File: src/rtl/scan_dec_pkg.sv
package scan_dec_pkg;
  typedef enum logic [1:0] {
    CMD_OPEN0 = 2'b00,
    CMD_OPEN1 = 2'b01,
    CMD_FLIP  = 2'b10,
    CMD_GROUP = 2'b11
  } cmd_e;
endpackage

File: src/rtl/sd_code_split.sv
module sd_code_split
  import scan_dec_pkg::*;
#(
  parameter int N_CH = 10,
  parameter int KW   = $clog2(N_CH + 1),
  parameter int CW   = KW + 2
) (
  input  logic [CW-1:0] code,
  output cmd_e          cmd,
  output logic [KW-1:0] field,
  output logic          opens,
  output logic          idx_ok,
  output logic          grp_ok
);
  always_comb begin
    cmd    = cmd_e'(code[CW-1:CW-2]);
    field  = code[KW-1:0];
    opens  = ~code[CW-1];
    idx_ok = int'(field) < N_CH;
    grp_ok = idx_ok && ((int'(field) % KW) == 0);
  end
endmodule

File: src/rtl/sd_slice_buf.sv
module sd_slice_buf
  import scan_dec_pkg::*;
#(
  parameter int N_CH = 10,
  parameter int KW   = $clog2(N_CH + 1)
) (
  input  logic            clk,
  input  logic            rst_n,
  input  logic            take,
  input  logic            flush,
  input  cmd_e            cmd,
  input  logic [KW-1:0]   field,
  input  logic            idx_ok,
  input  logic            grp_ok,
  output logic [N_CH-1:0] buf_q,
  output logic            open_q,
  output logic            err_q,
  output logic            emit
);
  logic [N_CH-1:0] buf_d;
  logic            open_d, err_d, fill_q, fill_d, half_q, half_d;
  logic [KW-1:0]   base_q, base_d;

  always_comb begin
    buf_d  = buf_q;
    open_d = open_q;
    err_d  = err_q;
    fill_d = fill_q;
    half_d = half_q;
    base_d = base_q;
    emit   = 1'b0;
    if (flush) begin
      emit   = open_q;
      open_d = 1'b0;
      half_d = 1'b0;
    end else if (take) begin
      unique case (cmd)
        CMD_OPEN0, CMD_OPEN1: begin
          emit   = open_q;
          fill_d = cmd[0];
          open_d = 1'b1;
          half_d = 1'b0;
          for (int i = 0; i < N_CH; i++)
            buf_d[i] = (idx_ok && int'(field) == i) ? ~cmd[0] : cmd[0];
        end
        CMD_FLIP: begin
          half_d = 1'b0;
          if (open_q)
            for (int i = 0; i < N_CH; i++)
              if (idx_ok && int'(field) == i) buf_d[i] = ~fill_q;
        end
        default: begin
          if (open_q) begin
            if (!half_q) begin
              if (grp_ok) begin
                half_d = 1'b1;
                base_d = field;
              end else begin
                err_d = 1'b1;
              end
            end else begin
              half_d = 1'b0;
              for (int i = 0; i < N_CH; i++)
                if (i >= int'(base_q) && i < int'(base_q) + KW)
                  buf_d[i] = field[KW-1-(i-int'(base_q))];
            end
          end
        end
      endcase
    end
  end

  always_ff @(posedge clk) begin
    if (!rst_n) begin
      buf_q  <= '0;
      open_q <= 1'b0;
      err_q  <= 1'b0;
      fill_q <= 1'b0;
      half_q <= 1'b0;
      base_q <= '0;
    end else begin
      buf_q  <= buf_d;
      open_q <= open_d;
      err_q  <= err_d;
      fill_q <= fill_d;
      half_q <= half_d;
      base_q <= base_d;
    end
  end

  a_r4_open_no_flip: assert property (@(posedge clk) disable iff (!rst_n)
    (take && !flush && (cmd == CMD_OPEN0 || cmd == CMD_OPEN1) && !idx_ok)
      |=> (buf_q == {N_CH{$past(cmd[0])}}));
  a_r9_err_holds: assert property (@(posedge clk) disable iff (!rst_n)
    err_q |=> err_q);
  a_r7_flush_closes: assert property (@(posedge clk) disable iff (!rst_n)
    flush |=> !open_q);
  a_r3_flip_needs_open: assert property (@(posedge clk) disable iff (!rst_n)
    (!open_q && take && !flush && cmd == CMD_FLIP) |=> !open_q);
endmodule

File: src/rtl/sd_slice_out.sv
module sd_slice_out #(
  parameter int N_CH = 10
) (
  input  logic            clk,
  input  logic            rst_n,
  input  logic            emit,
  input  logic [N_CH-1:0] word,
  output logic            out_valid,
  output logic [N_CH-1:0] out_word
);
  always_ff @(posedge clk) begin
    if (!rst_n) begin
      out_valid <= 1'b0;
      out_word  <= '0;
    end else begin
      out_valid <= emit;
      if (emit) out_word <= word;
    end
  end

  a_r8_word_holds: assert property (@(posedge clk) disable iff (!rst_n)
    !out_valid |-> $stable(out_word));
endmodule

File: src/rtl/scan_slice_decoder.sv
module scan_slice_decoder
  import scan_dec_pkg::*;
#(
  parameter int N_CH = 10,
  parameter int KW   = $clog2(N_CH + 1),
  parameter int CW   = KW + 2
) (
  input  logic            clk,
  input  logic            rst_n,
  input  logic            code_valid,
  output logic            code_ready,
  input  logic [CW-1:0]   code_data,
  input  logic            flush,
  output logic            slice_valid,
  output logic [N_CH-1:0] slice_data,
  output logic            err_sticky
);
  cmd_e            cmd;
  logic [KW-1:0]   field;
  logic            opens, idx_ok, grp_ok, take, emit, open_q;
  logic [N_CH-1:0] buf_q;

  assign code_ready = ~flush;
  assign take       = code_valid & code_ready;

  sd_code_split #(.N_CH(N_CH), .KW(KW), .CW(CW)) split_i (
    .code(code_data), .cmd(cmd), .field(field), .opens(opens),
    .idx_ok(idx_ok), .grp_ok(grp_ok)
  );

  sd_slice_buf #(.N_CH(N_CH), .KW(KW)) buf_i (
    .clk(clk), .rst_n(rst_n), .take(take), .flush(flush), .cmd(cmd),
    .field(field), .idx_ok(idx_ok), .grp_ok(grp_ok), .buf_q(buf_q),
    .open_q(open_q), .err_q(err_sticky), .emit(emit)
  );

  sd_slice_out #(.N_CH(N_CH)) out_i (
    .clk(clk), .rst_n(rst_n), .emit(emit), .word(buf_q),
    .out_valid(slice_valid), .out_word(slice_data)
  );

  a_r6_emit_has_cause: assert property (@(posedge clk) disable iff (!rst_n)
    slice_valid |-> $past(flush || (code_valid && code_ready && opens)));
  a_r7_no_take_in_flush: assert property (@(posedge clk) disable iff (!rst_n)
    (flush && !open_q) |=> !slice_valid);
endmodule

File: config.mk
export PLATFORM = sky130hd
export DESIGN_NAME = scan_slice_decoder
export DESIGN_NICKNAME = d
export VERILOG_FILES = /design/src/rtl/scan_dec_pkg.sv /design/src/rtl/sd_code_split.sv /design/src/rtl/sd_slice_buf.sv /design/src/rtl/sd_slice_out.sv /design/src/rtl/scan_slice_decoder.sv
export SDC_FILE = /design/constraint.sdc
export NUM_CORES = 1
export LEC_CHECK = 0
export CORE_MARGIN = 4
export CORE_UTILIZATION = 30
export CTS_CLUSTER_SIZE = 14
export DETAILED_ROUTE_END_ITERATION = 12
export DONT_BUFFER_PORTS = 1
export MAX_ROUTING_LAYER = met4
export PLACE_DENSITY = 0.54
export REMOVE_ABC_BUFFERS = 1
export SLEW_MARGIN = 15
export SYNTH_ARGS = -nofsm -noshare
export SYNTH_HDL_FRONTEND = slang
export SYNTH_SLANG_ARGS = --single-unit
File: constraint.sdc
create_clock -name clk -period 2.9 [get_ports clk]
set_clock_uncertainty 0.05 [all_clocks]
set_input_delay 0.58 -clock clk [delete_from_list [all_inputs] [get_ports clk]]
set_output_delay 0.58 -clock clk [all_outputs]
set_load 0.03 [all_outputs]
==> key figures, run 1 <==
Die
  – IO Pins: 23
  – Row count: 30
  – Core Area: 6870 µm²
  – Starting density of the core: 0.312
  – Die Ht: 92.5 µm
  – Die X: 92.5 µm
  – Die area: 8550 µm²

Place
  – Placer Congestion: 0.906
  – IO Port Bufs: 0
  – Post-DP HPWL: 3.90 mm

Job
  – MaxCap Viol Count: 0

Critical path
  – Crit path max-delay family: compound AO/OA/AOI/OAI gates
  – Max FO, Critical Path: 15
  – R2R cell count: 7
  – CP max stage cell: dfxtp_1
  – Critical path depth in cells: 7
  – CP Class: reg -> reg
  – CP bufs+invs: 1
  – Endpoint type of the worst setup path: flip-flop
  – WP data arrival: 2180 ps
  – Largest stage delay on the critical path: 660 ps
  – CP startpoint kind: flip-flop
  – Critical path required time: 3000 ps
  – Crit path cell chain: inv_1 -> ha_1 -> and2_1 -> o32ai_1 -> o21ai_0 -> o31ai_1 -> a41oi_1

Timing
  – Tmin final: 2080 ps
  – Fin. Hold Viols: 0
  – Fin crit share: 0.717
  – Slew headroom: 0.542
  – Max Clk Rate: 481 MHz
  – # setup viols final: 0
  – Pins Over Slew Limit: 0
  – Unrepaired setup endpoints after global routing: false
  – Final setup TNS: 0 ps
  – Worst-margin pin slew: 687 ps

Power
  – Peak VDD IR: 0.168 mV
  – PD cells: 370 nW/µm²
  – Pleak: 0.000837 µW

Route
  – Detailed Routing Iterations Pass 1: 4
  – DR DRC count: 0
  – Routed vias/inst: 5.25
  – Avg WL per Cell: 17.0 µm
  – Final WL: 5.67 mm
  – Antenna Nets Post-Route: 0
  – Vias after detailed routing: 1747
  – Starting DRT DRC Count: 87

Synth
  – Synth async-reset ratio: 0
  – Netlist cell types: 58
  – Gate Count Post-Synth: 246
  – Seq cells post-synth: 29
  – Number of synthesized flops with an enable pin: 0
  – Mean Syn Cell Area: 8.70 µm²
  – Synth Warn #: 0
  – Commonest register cell after synthesis: dfxtp_1
  – Post-synthesis sequential area ratio: 0.271
  – Post-Syn Area: 2140 µm²

Global routing
  – All-layer global routing usage: 0.145
  – Number of global-route vias before repair: 1697
  – First-pass GRT wire length: 9.49 mm
  – Initial antenna violation count: 0
  – Largest net degree at the start of global routing: 32
  – Total gr overflow: 0

Cells and area
  – Filler instances: 718
  – Share of layout cells above drive strength 1: 0.118
  – Final #Nets: 256
  – Sequential cell area: 581 µm²
  – Layout area overhead: 4.91%
  – Antenna cells: 0
  – Multi-input gate area: 1410 µm²
  – Finished Core Util: 0.327

Clock tree
  – TritonCTS clock tree: built
  – Clock buffer depth: 2
  – Post-cts resize count: 0
  – H-Tree Depth: 2
  – Root Buffer: clkbuf_8
  – Worst-Skew Late Latency: 280 ps
  – Hold bufs inserted after CTS: 0
  – # clock sinks: 29
  – Clock-pin slew on the worst setup and hold paths: 60 ps
  – CTS buffer count: 5
  – Setup Buffers After CTS: 0

Min path
  – Hold Path Class: in -> reg
  – Worst hold path depth: 1

Status
  – Status: finished clean
[sequential cells by signal (all words and copies together), names as in the netlist]
signal	flops
buf_i.fill_q	1
buf_i.buf_q	10
out_i.out_valid	1
buf_i.half_q	1
buf_i.base_q	4
out_i.out_word	10
buf_i.err_q	1
buf_i.open_q	1
[cells in the final DEF, fill, tap and decap left out, types with 3 or more instances in the layout]
master	netlist	final
a21oi_1	21	21
a31oi_1	3	3
and4bb_2	3	3
clkbuf_1	6	3
clkbuf_8	0	5
dfxtp_1	29	29
ha_1	10	10
inv_1	10	10
mux2i_1	14	14
nand2_1	22	22
nand2b_1	4	4
nor2_1	22	22
nor2b_1	3	3
nor3_1	4	4
nor4b_4	3	3
o21a_1	4	4
o21ai_0	14	14
o21ai_1	4	4
o221a_1	4	4
or3_1	3	3
xnor2_1	8	8
[final cells by class]
type | count | share of cell area
multi-input cells | 187 | 0.627
well taps | 96 | 0.0535
flip-flops and latches | 29 | 0.258
inverters | 11 | 0.0184
repair buffers | 2 | 0.00669
clock buffers | 8 | 0.0357
[stage by stage]
step | instance area (µm²) | hold WS (ps) | cells | setup WS [ps] | power (µW)
global route | 2250 | 363 | 333 | 635 | 878
detailed placement | 2170 | 424 | 325 | 850 | 518
floorplan | 2030 | 405 | 227 | 998 | 498
finish | 2250 | 375 | 333 | 822 | 831
global placement | 2170 | 421 | 325 | 898 | 516
CTS | 2250 | 370 | 333 | 822 | 843
[report_power, final]
part | leakage [µW] | switching, µW | internal [µW] | total (µW)
registers | 0.000234 | 6.08 | 405 | 412
logic | 0.000563 | 52.7 | 44.4 | 97.1
clock network | 0.0000395 | 152 | 170 | 323
[kinds of logic (layout without fill, tap and decap cells)]
kind of cell	count (synthesis)	count (layout)	share of synthesized area
adder cells (fa/ha/maj)	10	10	0.0584
XOR/XNOR	8	8	0.0327
AND/OR/NAND/NOR	80	80	0.233
flip-flops	29	29	0.271
multiplexers	16	16	0.0865
buffers and inverters	30	21	0.0707
AO/OA/AOI/OAI	73	73	0.247
[path summary, 6_finish.rpt]
check,startpoint,end,slack (ps)
min,rst_n,buf_i.err_q$_SDFFE_PN0P_,370
max reg2reg,buf_i.base_q[1]$_SDFFE_PN0P_,buf_i.buf_q[8]$_SDFFE_PN0P_,820
min reg2reg,buf_i.half_q$_SDFFE_PP0P_,buf_i.half_q$_SDFFE_PP0P_,430
max,buf_i.base_q[1]$_SDFFE_PN0P_,buf_i.buf_q[8]$_SDFFE_PN0P_,820
[layer usage]
layer | vias to the layer above | wire, µm | GRT usage
met5 | - | 0 | -
met4 | 0 | 61 | 0.0371
met3 | 8 | 239 | 0.0374
met2 | 28 | 2410 | 0.205
met1 | 847 | 2960 | 0.205
li1 | 864 | - | -
[Yosys cell counts, drive strengths merged (2+ instances only)]
master | n | area share
a211oi | 2 | 0.0070
a21boi | 3 | 0.012
a21oi | 21 | 0.049
a22oi | 2 | 0.0070
a311oi | 2 | 0.019
a31oi | 3 | 0.0088
and2 | 2 | 0.0058
and3 | 2 | 0.0058
and4bb | 3 | 0.018
buf | 12 | 0.039
clkbuf | 7 | 0.013
dfxtp | 29 | 0.27
ha | 10 | 0.058
inv | 11 | 0.019
mux2i | 14 | 0.065
mux4 | 2 | 0.021
nand2 | 22 | 0.039
nand2b | 5 | 0.018
nand4b | 2 | 0.0082
nor2 | 23 | 0.044
nor2b | 3 | 0.0088
nor3 | 5 | 0.014
nor3b | 2 | 0.0070
nor4 | 2 | 0.0088
nor4b | 4 | 0.040
o21a | 4 | 0.014
o21ai | 18 | 0.042
o221a | 5 | 0.026
o221ai | 2 | 0.011
o22ai | 2 | 0.0058
or3 | 3 | 0.0088
xnor2 | 8 | 0.033
[worst register-to-register path, stage by stage (launching register included)]
cell and delay [ps]:
dfxtp_1 660, inv_1 140, ha_1 250, and2_1 170, o32ai_1 270, o21ai_0 120, o31ai_1 220, a41oi_1 70
Note: power is estimated with default switching activity, not from simulation.
==> inputs of run 2 (changes only) <==
ABC_AREA = 1   (was default)
clock period = 2.1 ns   (was 2.9 ns; I/O delays follow)
==> key figures, run 2 <==
Synth
  – Dominant cells by area after synthesis: dfxtp_1 30%, nand2_1 19%, nand3_1 12%, nor2_1 8.5%, ha_1 6.4% (was dfxtp_1 27%, mux2i_1 6.5%, ha_1 5.8%, a21oi_1 4.9%, nand2_1 3.9%)
  – Gate Count Post-Synth: 324 (was 246)
  – Mux cell area share after synthesis: 0 (was 0.0865)
  – Synth Warn #: 0 (unchanged)
  – Seq cells post-synth: 29 (unchanged)
  – Netlist cell types: 24 (was 58)
  – Synth cell count leaders: 101 x nand2_1, 48 x nand3_1, 44 x nor2_1, 29 x dfxtp_1, 25 x inv_1 (was 29 x dfxtp_1, 22 x nand2_1, 22 x nor2_1, 21 x a21oi_1)
  – Post-synthesis adder-cell area fraction: 0.0640 (was 0.0584)
  – Commonest register cell after synthesis: dfxtp_1 (unchanged)
  – Yosys top cell by area: dfxtp_1 (unchanged)
  – Count leader, synth: nand2_1 (was dfxtp_1)
  – Mean Syn Cell Area: 6.03 µm² (was 8.70 µm²)
  – Synth Area in Simple Gates: 0.456 (was 0.233)
  – Synth async-reset ratio: 0 (unchanged)
  – Post-synthesis sequential area ratio: 0.297 (was 0.271)
  – Number of synthesized flops with an enable pin: 0 (unchanged)
  – XOR/XNOR share of the synthesized area: 0 (was 0.0327)
  – Top-area cell type share of the netlist area: 0.297 (was 0.271)
  – Post-Syn Area: 1950 µm² (was 2140 µm²)
  – Compound-cell area share of the yosys netlist: 0.106 (was 0.247)
  – Largest family of logic cells by synthesized area: simple AND/OR/NAND/NOR gates (was compound AO/OA/AOI/OAI gates)

Place
  – Placed Cells: 396 (was 325)
  – Post-DP HPWL: 3.79 mm (was 3.90 mm)
  – IO Port Bufs: 0 (unchanged)
  – Placed cell areas: 2040 µm² (was 2170 µm²)
  – Place WS: 219 ps (was 850 ps)
  – Placer Congestion: 0.877 (was 0.906)

Timing
  – Pins Over Slew Limit: 0 (unchanged)
  – Unrepaired setup endpoints after global routing: false (unchanged)
  – Final setup TNS: 0 ps (unchanged)
  – Fin. Hold Viols: 0 (unchanged)
  – Worst-margin pin slew: 411 ps (was 687 ps)
  – # setup viols final: 0 (unchanged)
  – Slew headroom: 0.725 (was 0.542)
  – Tmin final: 1890 ps (was 2080 ps)
  – WHS: 203 ps (was 375 ps)
  – Final critical-path setup slack: 213 ps (was 822 ps)
  – Max Clk Rate: 530 MHz (was 481 MHz)
  – Fin crit share: 0.899 (was 0.717)

Clock tree
  – # clock sinks: 29 (unchanged)
  – Post-cts resize count: 0 (unchanged)
  – Clock buffer depth: 2 (unchanged)
  – Root Buffer: clkbuf_8 (unchanged)
  – Worst-Skew Late Latency: 290 ps (was 280 ps)
  – Setup Buffers After CTS: 0 (unchanged)
  – TritonCTS clock tree: built (unchanged)
  – Hold bufs inserted after CTS: 0 (unchanged)
  – CTS buffer count: 5 (unchanged)
  – H-Tree Depth: 2 (unchanged)
  – Clock-pin slew on the worst setup and hold paths: 70 ps (was 60 ps)

Cells and area
  – Fin cells: 404 (was 333)
  – Final #Nets: 346 (was 256)
  – Layout area overhead: 9.73% (was 4.91%)
  – Commonest cells after routing, fill and taps aside: 101 x nand2_1, 48 x nand3_1, 44 x nor2_1 (was 29 x dfxtp_1, 22 x nand2_1, 22 x nor2_1)
  – Antenna cells: 0 (unchanged)
  – Largest regs: buf_i.buf_q: 10 flops, out_i.out_word: 10 flops, buf_i.base_q: 4 flops (unchanged)
  – Share of layout cells above drive strength 1: 0.0826 (was 0.118)
  – Cell area after layout: 2140 µm² (was 2250 µm²)
  – Most common cell after layout, fill and taps aside: nand2_1 (was dfxtp_1)

Die
  – Starting density of the core: 0.308 (was 0.312)
  – Die X: 88.7 µm (was 92.5 µm)
  – Die Ht: 88.7 µm (was 92.5 µm)
  – Row count: 29 (was 30)
  – Die area: 7870 µm² (was 8550 µm²)
  – Core Area: 6350 µm² (was 6870 µm²)
  – IO Pins: 23 (unchanged)

Status
  – Status: finished clean (unchanged)

Critical path
  – CP Class: reg -> reg (unchanged)
  – Critical path required time: 2230 ps (was 3000 ps)
  – WP data arrival: 2010 ps (was 2180 ps)
  – Max FO, Critical Path: 10 (was 15)
  – CP startpoint kind: flip-flop (unchanged)
  – Endpoint type of the worst setup path: flip-flop (unchanged)

Route
  – Routed wl met3: 277 µm (was 239 µm)
  – Metal2 WL: 2.33 mm (was 2.41 mm)
  – Vias after detailed routing: 1960 (was 1747)
  – Final WL: 5.08 mm (was 5.67 mm)
  – Avg WL per Cell: 12.6 µm (was 17.0 µm)
  – Antenna Nets Post-Route: 0 (unchanged)
  – DR DRC count: 0 (unchanged)
  – Met1 Routed Length: 2.38 mm (was 2.96 mm)
  – Routed vias/inst: 4.85 (was 5.25)
  – Detailed Routing Iterations Pass 1: 4 (unchanged)
  – Top layer in use: met4 (unchanged)
  – Starting DRT DRC Count: 150 (was 87)

Power
  – Peak VDD IR: 0.280 mV (was 0.168 mV)
  – Pleak: 0.000988 µW (was 0.000837 µW)
  – PD cells: 572 nW/µm² (was 370 nW/µm²)

Global routing
  – Total gr overflow: 0 (unchanged)
  – First-pass GRT wire length: 8.61 mm (was 9.49 mm)
  – Number of global-route vias before repair: 1806 (was 1697)
  – Largest net degree at the start of global routing: 24 (was 32)
  – Initial antenna violation count: 0 (unchanged)
  – All-layer global routing usage: 0.147 (was 0.145)

Min path
  – Hold Path Class: in -> reg (unchanged)

Job
  – MaxCap Viol Count: 0 (unchanged)
-- run 2: metal layers --
metal	up-vias	GRT usage
met5	-	-
met4	0	0.0563
met3	8	0.0391
met2	39	0.225
met1	873	0.185
li1	1040	-
-- run 2: critical path, cell delays in order, from the launching register on --
cell        delay, ps
dfxtp_1           500
clkinvlp_4        270
ha_1              380
inv_1              90
nand3_1            80
nand3_1           160
nand3_1           100
nor2_1            100
nor2_1             50
-- run 2: final cells by class --
class | count | area (µm²)
Clock inverter | 1 | 5.00
Sequential cell | 29 | 581
Timing Repair Buffer | 3 | 22.5
Clock buffer | 7 | 96.3
Tap cell | 77 | 96.3
Multi-Input combinational cell | 256 | 1220
Inverter | 31 | 120
Fill cell | 697 | 4210
-- run 2: worst paths after layout --
kind / start / endpoint / slack, ps / cells past startpoint
worst max-delay path: buf_i.base_q[0]$_SDFFE_PN0P_ / buf_i.buf_q[4]$_SDFFE_PN0P_ / 210 / 8
worst min-delay path: rst_n / buf_i.buf_q[8]$_SDFFE_PN0P_ / 200 / 2
worst max register to register: buf_i.base_q[0]$_SDFFE_PN0P_ / buf_i.buf_q[4]$_SDFFE_PN0P_ / 210 / 8
worst min register to register: buf_i.buf_q[4]$_SDFFE_PN0P_ / out_i.out_word[4]$_SDFFE_PN0P_ / 400 / 2
-- run 2: logic make-up after synthesis --
group | count (synthesis)
simple gates | 208
buf+inv | 39
compound gates | 38
flops | 29
fa+ha+maj | 10
-- run 2: metrics by stage --
step,utilization,total power [µW]
detailed placement,0.321,728
finish,0.338,1230
global placement,0.321,726
global route,0.338,1300
floorplan,-,697
CTS,0.337,1250
-- run 2: power by group --
part	internal [µW]	switching (µW)	leakage [µW]
Sequential	564	13.3	0.000235
Combinational	46.8	91.6	0.000699
Clock	296	217	0.0000542
Total	906	321	0.000988
